===== config.mk =====
export PLATFORM = sky130hd
export DESIGN_NAME = lcd_irq_ctrl
export DESIGN_NICKNAME = d
export VERILOG_FILES = /design/src/rtl/lcd_irq_pkg.sv /design/src/rtl/lcd_irq_decode.sv /design/src/rtl/lcd_irq_regs.sv /design/src/rtl/lcd_irq_line.sv /design/src/rtl/lcd_irq_ctrl.sv
export SDC_FILE = /design/constraint.sdc
export NUM_CORES = 1
export LEC_CHECK = 0
export BUFFER_PORTS_ARGS = -buffer_cell sky130_fd_sc_hd__buf_2
export CAP_MARGIN = 20
export CORE_MARGIN = 3
export CORE_UTILIZATION = 40
export DETAILED_ROUTE_END_ITERATION = 12
export PLACE_DENSITY = 0.75
export RECOVER_POWER = 50
export SYNTH_ARGS = -nofsm -noshare
export SYNTH_HDL_FRONTEND = slang
export SYNTH_HIERARCHICAL = 1
export SYNTH_SLANG_ARGS = --single-unit

===== constraint.sdc =====
create_clock -name clk -period 4 [get_ports clk]
set_clock_uncertainty 0.1 [all_clocks]
set_input_delay 1.2 -clock clk [delete_from_list [all_inputs] [get_ports clk]]
set_output_delay 1.2 -clock clk [all_outputs]
set_load 0.05 [all_outputs]

===== src/rtl/lcd_irq_pkg.sv =====
package lcd_irq_pkg;

    // One strobe per write-sensitive register offset
    typedef struct packed {
        logic en_set;
        logic en_clr;
        logic st_clr;
        logic eoi;
    } wr_strobe_t;

    // Source selected for the read data path
    typedef enum logic [1:0] {
        RD_NONE,
        RD_RAW,
        RD_MASKED,
        RD_ENABLE
    } rd_sel_t;

endpackage


===== src/rtl/lcd_irq_decode.sv =====
module lcd_irq_decode
    import lcd_irq_pkg::*;
#(
    parameter int              ADDR_W  = 8,
    parameter logic [ADDR_W-1:0] OFS_RAW = 'h58,
    parameter logic [ADDR_W-1:0] OFS_MSK = 'h5C,
    parameter logic [ADDR_W-1:0] OFS_SET = 'h60,
    parameter logic [ADDR_W-1:0] OFS_CLR = 'h64,
    parameter logic [ADDR_W-1:0] OFS_EOI = 'h68
) (
    input  logic [ADDR_W-1:0] addr_i,
    input  logic              wr_i,
    output wr_strobe_t        stb_o,
    output rd_sel_t           sel_o
);

    always_comb begin
        stb_o = '0;
        sel_o = RD_NONE;
        if (addr_i == OFS_RAW) begin
            sel_o = RD_RAW;
        end else if (addr_i == OFS_MSK) begin
            sel_o = RD_MASKED;
        end else if (addr_i == OFS_SET || addr_i == OFS_CLR) begin
            sel_o = RD_ENABLE;
        end
        if (wr_i) begin
            stb_o.en_set = (addr_i == OFS_SET);
            stb_o.en_clr = (addr_i == OFS_CLR);
            stb_o.st_clr = (addr_i == OFS_MSK);
            stb_o.eoi    = (addr_i == OFS_EOI);
        end
    end

endmodule


===== src/rtl/lcd_irq_regs.sv =====
module lcd_irq_regs
    import lcd_irq_pkg::*;
#(
    parameter int               EVT_W    = 10,
    parameter logic [EVT_W-1:0] EVT_IMPL = 10'b11_0110_1111
) (
    input  logic             clk,
    input  logic             rst_n,
    input  wr_strobe_t       stb_i,
    input  logic [EVT_W-1:0] wbits_i,
    input  logic [EVT_W-1:0] evt_i,
    output logic [EVT_W-1:0] raw_o,
    output logic [EVT_W-1:0] en_o,
    output logic             pend_next_o
);

    typedef struct packed {
        logic [EVT_W-1:0] raw;
        logic [EVT_W-1:0] en;
    } state_t;

    state_t s_d, s_q;

    always_comb begin
        s_d = s_q;
        if (stb_i.en_set) begin
            s_d.en = s_q.en | (wbits_i & EVT_IMPL);
        end
        if (stb_i.en_clr) begin
            s_d.en = s_q.en & ~wbits_i;
        end
        if (stb_i.st_clr) begin
            s_d.raw = s_q.raw & ~wbits_i;
        end
        // a new pulse wins over a clear in the same cycle
        s_d.raw = s_d.raw | (evt_i & EVT_IMPL);
    end

    always_ff @(posedge clk) begin
        if (!rst_n) begin
            s_q <= '0;
        end else begin
            s_q <= s_d;
        end
    end

    assign raw_o       = s_q.raw;
    assign en_o        = s_q.en;
    assign pend_next_o = |(s_d.raw & s_d.en);

    AST_EVT_STICKS: assert property (@(posedge clk) disable iff (!rst_n)
        (evt_i & EVT_IMPL) != '0 |=>
        (s_q.raw & $past(evt_i & EVT_IMPL)) == $past(evt_i & EVT_IMPL));

    AST_RSVD_ZERO: assert property (@(posedge clk) disable iff (!rst_n)
        ((s_q.raw | s_q.en) & ~EVT_IMPL) == '0);

    AST_EN_SET: assert property (@(posedge clk) disable iff (!rst_n)
        stb_i.en_set |=>
        (s_q.en & $past(wbits_i & EVT_IMPL)) == $past(wbits_i & EVT_IMPL));

    AST_EN_CLR: assert property (@(posedge clk) disable iff (!rst_n)
        stb_i.en_clr |=> (s_q.en & $past(wbits_i)) == '0);

    AST_RAW_NO_DROP: assert property (@(posedge clk) disable iff (!rst_n)
        !stb_i.st_clr |=> (s_q.raw & $past(s_q.raw)) == $past(s_q.raw));

endmodule


===== src/rtl/lcd_irq_line.sv =====
module lcd_irq_line (
    input  logic clk,
    input  logic rst_n,
    input  logic eoi_i,
    input  logic pend_next_i,
    output logic irq_o
);

    typedef struct packed {
        logic irq;
    } state_t;

    state_t s_d, s_q;

    always_comb begin
        s_d = s_q;
        // an end-of-interrupt write holds the line low for one cycle
        s_d.irq = pend_next_i & ~eoi_i;
    end

    always_ff @(posedge clk) begin
        if (!rst_n) begin
            s_q <= '0;
        end else begin
            s_q <= s_d;
        end
    end

    assign irq_o = s_q.irq;

    AST_EOI_DROP: assert property (@(posedge clk) disable iff (!rst_n)
        eoi_i |=> !s_q.irq);

endmodule


===== src/rtl/lcd_irq_ctrl.sv =====
module lcd_irq_ctrl
    import lcd_irq_pkg::*;
#(
    parameter int                ADDR_W   = 8,
    parameter int                DATA_W   = 32,
    parameter int                EVT_W    = 10,
    parameter logic [EVT_W-1:0]  EVT_IMPL = 10'b11_0110_1111,
    parameter logic [ADDR_W-1:0] OFS_RAW  = 'h58,
    parameter logic [ADDR_W-1:0] OFS_MSK  = 'h5C,
    parameter logic [ADDR_W-1:0] OFS_SET  = 'h60,
    parameter logic [ADDR_W-1:0] OFS_CLR  = 'h64,
    parameter logic [ADDR_W-1:0] OFS_EOI  = 'h68
) (
    input  logic              clk,
    input  logic              rst_n,
    input  logic [ADDR_W-1:0] reg_addr,
    input  logic              reg_wr,
    input  logic [DATA_W-1:0] reg_wdata,
    output logic [DATA_W-1:0] reg_rdata,
    input  logic [EVT_W-1:0]  evt_pulse,
    output logic              irq_out
);

    wr_strobe_t       stb;
    rd_sel_t          sel;
    logic [EVT_W-1:0] raw_q;
    logic [EVT_W-1:0] en_q;
    logic             pend_next;
    logic             unused_wdata_hi;

    assign unused_wdata_hi = ^reg_wdata[DATA_W-1:EVT_W];

    lcd_irq_decode #(
        .ADDR_W  (ADDR_W),
        .OFS_RAW (OFS_RAW),
        .OFS_MSK (OFS_MSK),
        .OFS_SET (OFS_SET),
        .OFS_CLR (OFS_CLR),
        .OFS_EOI (OFS_EOI)
    ) u_decode (
        .addr_i (reg_addr),
        .wr_i   (reg_wr),
        .stb_o  (stb),
        .sel_o  (sel)
    );

    lcd_irq_regs #(
        .EVT_W    (EVT_W),
        .EVT_IMPL (EVT_IMPL)
    ) u_regs (
        .clk         (clk),
        .rst_n       (rst_n),
        .stb_i       (stb),
        .wbits_i     (reg_wdata[EVT_W-1:0]),
        .evt_i       (evt_pulse),
        .raw_o       (raw_q),
        .en_o        (en_q),
        .pend_next_o (pend_next)
    );

    lcd_irq_line u_line (
        .clk         (clk),
        .rst_n       (rst_n),
        .eoi_i       (stb.eoi),
        .pend_next_i (pend_next),
        .irq_o       (irq_out)
    );

    always_comb begin
        reg_rdata = '0;
        case (sel)
            RD_RAW:    reg_rdata[EVT_W-1:0] = raw_q;
            RD_MASKED: reg_rdata[EVT_W-1:0] = raw_q & en_q;
            RD_ENABLE: reg_rdata[EVT_W-1:0] = en_q;
            default:   reg_rdata = '0;
        endcase
    end

    AST_IRQ_PENDING: assert property (@(posedge clk) disable iff (!rst_n)
        irq_out |-> (raw_q & en_q) != '0);

    AST_RAW_RO: assert property (@(posedge clk) disable iff (!rst_n)
        (reg_wr && reg_addr == OFS_RAW && evt_pulse == '0) |=> $stable(raw_q));

endmodule


* Word-level counts from Yosys, hierarchy flattened *
Cells that the tools add are included.

word-level totals
  bits in registers = 21
  output and inout bits = 33
  bits of input ports = 53
  word-level logic and storage cells = 30

operators by class
  eq/ne operators = 8
  bitwise operators = 9
  mux-type cells = 8
  reduce and logical (&&, ||, !) cells = 2

operators by type and width
  cell                number
  $and 10x10->10      4
  $eq 8x7->1 const B  5
  $mux 10             3
  $pmux 10 s3         1
  $or 10x10->10       2
  $not 10->10         1
  $reduce_or 10->1    1
  $mux 2              3
  $eq 2x2->1 const B  2
  $mux 4              1
  $eq 2x1->1 const B  1
  $and 1x1->1         1
  $logic_or 1x1->1    1
  $not 1->1           1

* Depth between registers and ports, before layout *
  word-level depth = 7
  mapped depth = 8
  gate-level depth less buffers = 7

* Modules after synthesis *
The synthesis kept the hierarchy.

modules (own cells, without submodules)
  module          instances  sequential area each (sq um)  cells each  area each (sq um)
  lcd_irq_regs    1          400.4                         90          804.5
  lcd_irq_ctrl    1          0.0                           57          450.4
  lcd_irq_decode  1          0.0                           16          138.9
  lcd_irq_line    1          20.0                          2           28.8

* Least setup slack after synthesis *
No wires, ideal clock.

  path type = input -> output
  start point = input port reg_addr[1]
  end point = output port reg_rdata[4]
  path slack = 0.066 ns
  data arrival time = 2.634 ns
  stages on the path = 5
  buffers on the path = 1
  data required time = 2.700 ns
  cells stage by stage = or4b_4 -> a21oi_1 -> buf_4 -> nand2_1 -> o21ai_2

between the ends
  word-level cells in the longest chain between the ends = 7
  elaborated cells between the ends (all ways) = 12
  those cells by class = eq/ne: 7; mux: 4; reduce/logical: 1

ends and longest elaborated chain
  item                                             RTL line              text
  start, declared                                  lcd_irq_ctrl.sv:16    input logic [ADDR_W-1:0] reg_addr,
  $eq 8x7->1                                       lcd_irq_decode.sv:24  end else if (addr_i == OFS_SET || addr_i == OFS_CLR) begin
  $logic_or 1x1->1                                 lcd_irq_decode.sv:24
  $mux 2                                           lcd_irq_decode.sv:24
  $mux 2                                           lcd_irq_decode.sv:22  end else if (addr_i == OFS_MSK) begin
  $mux 2 (*)                                       lcd_irq_decode.sv:20  if (addr_i == OFS_RAW) begin
  via sel[0]                                       lcd_irq_ctrl.sv:25    rd_sel_t sel;
  $eq 2x2->1 / $eq 2x1->1 (equally long branches)  lcd_irq_ctrl.sv:71    case (sel)
  $pmux 10 s3 (*)                                  lcd_irq_ctrl.sv:71
  end, declared                                    lcd_irq_ctrl.sv:19    output logic [DATA_W-1:0] reg_rdata,

The timed path passes the listed nets; every way through them passes the cells marked *.

* Worst setup path in the final report *
  start point = input port reg_addr[1]
  end point = output port reg_rdata[2]

Same word-level chain as after synthesis.

==> impl_results.md <==
* Clock H-tree levels at 1
* Crit start category: input pin
* Worst EP arrival at approximately 2600 ps
* DR iter-0 viols at 51
* Slew @ Worst Pin at 587 ps
* Starting density of the core at between 40% and 50%
* Hold Path Depth at 2
* Clock-pin slew on the worst setup and hold paths at 110 ps
* R2R Path Start: u_regs/en_o[6]
* CP delay by family, top: buffers and inverters
* Crit end category: output pin
* Worst Hold Class: reg -> reg
* Diode count at 0
* DRT Pass-1 Iters at 4
* Pleak at 0.000782 uW
* Clk Latency, worst-skew pair at between 200 and 300 ps
* Die Wd at about 66 um
* Clock Tree Buf Depth at 2
* Port bufs at 39
* Clock sink count at 21
* Mapped cell area at 0.00142 mm^2
* GP Congestion at about 0.75
* Fmax at 0.256 GHz
* Async S/R FF share, synth at 0%
* Area grow syn2layout at 20.4%
* Critical Path Max Stage Delay at 570 ps
* # IOs at 86
* Post-synthesis sequential area ratio at 29.6%
* RSZ-0062 raised after global routing: false
* Initial antenna violation count at 0
* First-pass GRT wire length at 4.80 mm
* Commonest non-fill, non-tap cells in the layout: 27 x buf_2, 22 x nand2_1, 22 x conb_1, 21 x dfxtp_1, 20 x a21oi_1
* Syn Inst Count at 165
* Min-delay src: u_regs/en_o[4]
* Power Dens Cells at 239 mW/mm^2
* Main synth FF type: dfxtp_1
* Largest net degree at the start of global routing at 22
* CTS tree: yes
* ANT nets after route at 0
* Inst Count DP at 251
* Num CTS Buffers at 3
* Fin crit share at a little over nine tenths
* Vias in the first global route at roughly 1,100
* Worst rel slew slack at 61.0%
* Status: complete, no violations
* Worst path most repeated cell: buf_4
* Hold Fails Final Rpt at 0
* Routed via count at about 1,200
* Worst reg2reg path depth at 5
* Die H at 65.6 um
* RR Endpoint: u_line/irq_o
* Commonest non-fill, non-tap cell in the layout: buf_2
* Fin nets at 263
* WL/cell at 11.5 um
* Number of max-cap violations at 0
* Worst endpoint required time at 2700 ps
* Root Buffer Master: clkbuf_4
* Die area at 0.00431 mm^2
* Slew Viols, Final at 0
* Final wirelength at between 2 and 3 mm
* Row count at 21
* Slowest CP cell: or4b_4
* Hpwl dp at 2.29 mm
* Cell Chain, Critical Path: clkbuf_1 -> or4b_4 -> a21oi_2 -> buf_12 -> buf_4 -> o21ai_2 -> buf_4
* Reg2Reg Setup Slack at 2440 ps
* Final core utilization at 50.5%
* Core ar. at roughly 0.0034 mm^2
* Vias/cell at 4.81
* Avg Cell Area, Syn at 8.62 um^2
* Final setup vio count at 0
* Gr ovfl total at 0
* Cell Count, Final, Fillers Out at 255
* Seq cells post-synth at 21
* Final Critical Period at 3900 ps
* CP Class: in -> out
* Bufs and invs on worst path at 4
* CP Depth at 7
* Post-synth EDFFs at 0
* GRT Util Overall at approximately 14%
* Fraction of layout cells with a size suffix above 1 at between 30% and 40%
* End of the worst hold path: u_regs/en_o[4]
* Max IR drop VDD at 158 uV
* DRC at 0
* Synthesis Warnings at 6
* Netlist cell types at 32
* Crit path max fanout at 18
* # fillers at 345
## cells in the mapped netlist (2+ instances only)
master | number | area, um^2
a21o_1 | 8 | 60.1
a21oi_1 | 22 | 110
a22oi_1 | 2 | 15.0
and2_1 | 15 | 93.8
and3_2 | 2 | 15.0
buf_2 | 2 | 10.0
buf_4 | 25 | 188
buf_6 | 2 | 22.5
clkbuf_1 | 2 | 7.51
dfxtp_1 | 21 | 420
nand2_1 | 22 | 82.6
nand4bb_1 | 2 | 22.5
nor4b_1 | 2 | 17.5
o211ai_2 | 10 | 125
o21ai_0 | 2 | 10.0
o21ai_2 | 10 | 87.6
## stage by stage
step | worst slack, ps | setup TNS, ps | area (um^2) | power, uW | hold WS (ps)
global placement | -0.0167 | -0.0167 | 1640 | 314 | 344
detailed placement | -16.0 | -25.2 | 1640 | 315 | 351
finish | 97.3 | 0 | 1710 | 409 | 366
global route | 15.8 | 0 | 1710 | 429 | 409
floorplan | 66.2 | 0 | 1500 | 306 | 333
CTS | 3.02 | 0 | 1670 | 413 | 370
## metal layers
layer / track usage [%] / part of all wire, %
met1: 17.1 / 43
met2: 25.2 / 52
met3: 2.56 / 5.5
met4: 2.33 / 0
met5: 0 / 0
## power by group
group | switching, uW | leakage [uW] | internal [uW]
logic | 67.3 | 0.000595 | 22.5
clock network | 59.6 | 0.0000150 | 38.7
registers | 5.43 | 0.000172 | 215
## kinds of logic after synthesis
logic type | Yosys count | share of synthesized area [%]
AO/OA/AOI/OAI | 56 | 29.9
flip-flops | 21 | 29.6
AND/OR/NAND/NOR | 55 | 24.0
other | 1 | 0.264
buffers and inverters | 32 | 16.3
## worst min-delay path, stage by stage (launching register included)
cell and delay [ps]:
dfxtp_1 340, nand2_1 60, a21oi_1 30
## state kept, by name (all words and copies together), names as in the netlist
register / cells
u_regs/en_o: 10
u_line/irq_o: 1
u_regs/raw_o: 10
## what timing repair did
item | 4_1_cts | 5_1_grt
resized for setup | 2 | 25
setup endpoints to repair | 2 | 10
setup buffers | 0 | 0
cloned | 0 | 0
pin swaps | 0 | 0
hold buffers | 0 | 0
endpoints found under the hold margin | 0 | 0
## worst max path at each step
stage	from	endpoint	slack (ps)
floorplan	reg_addr[1]	reg_rdata[4]	70
global placement	reg_addr[1]	reg_rdata[1]	-0.02
detailed placement	reg_addr[1]	reg_rdata[1]	-20
CTS	reg_addr[1]	reg_rdata[5]	3
global route	reg_addr[1]	reg_rdata[7]	20
finish	reg_addr[1]	reg_rdata[2]	100
## final cells by class
type / instances / area, um^2 / share of cell area, %
well taps: 46 / 57.6 / 3.36
multi-input cells: 133 / 865 / 50.5
repair buffers: 50 / 340 / 19.9
inverters: 1 / 3.75 / 0.219
flip-flops and latches: 21 / 420 / 24.5
clock buffers: 4 / 26.3 / 1.53
No activity file was read; power rests on OpenSTA's default activity.
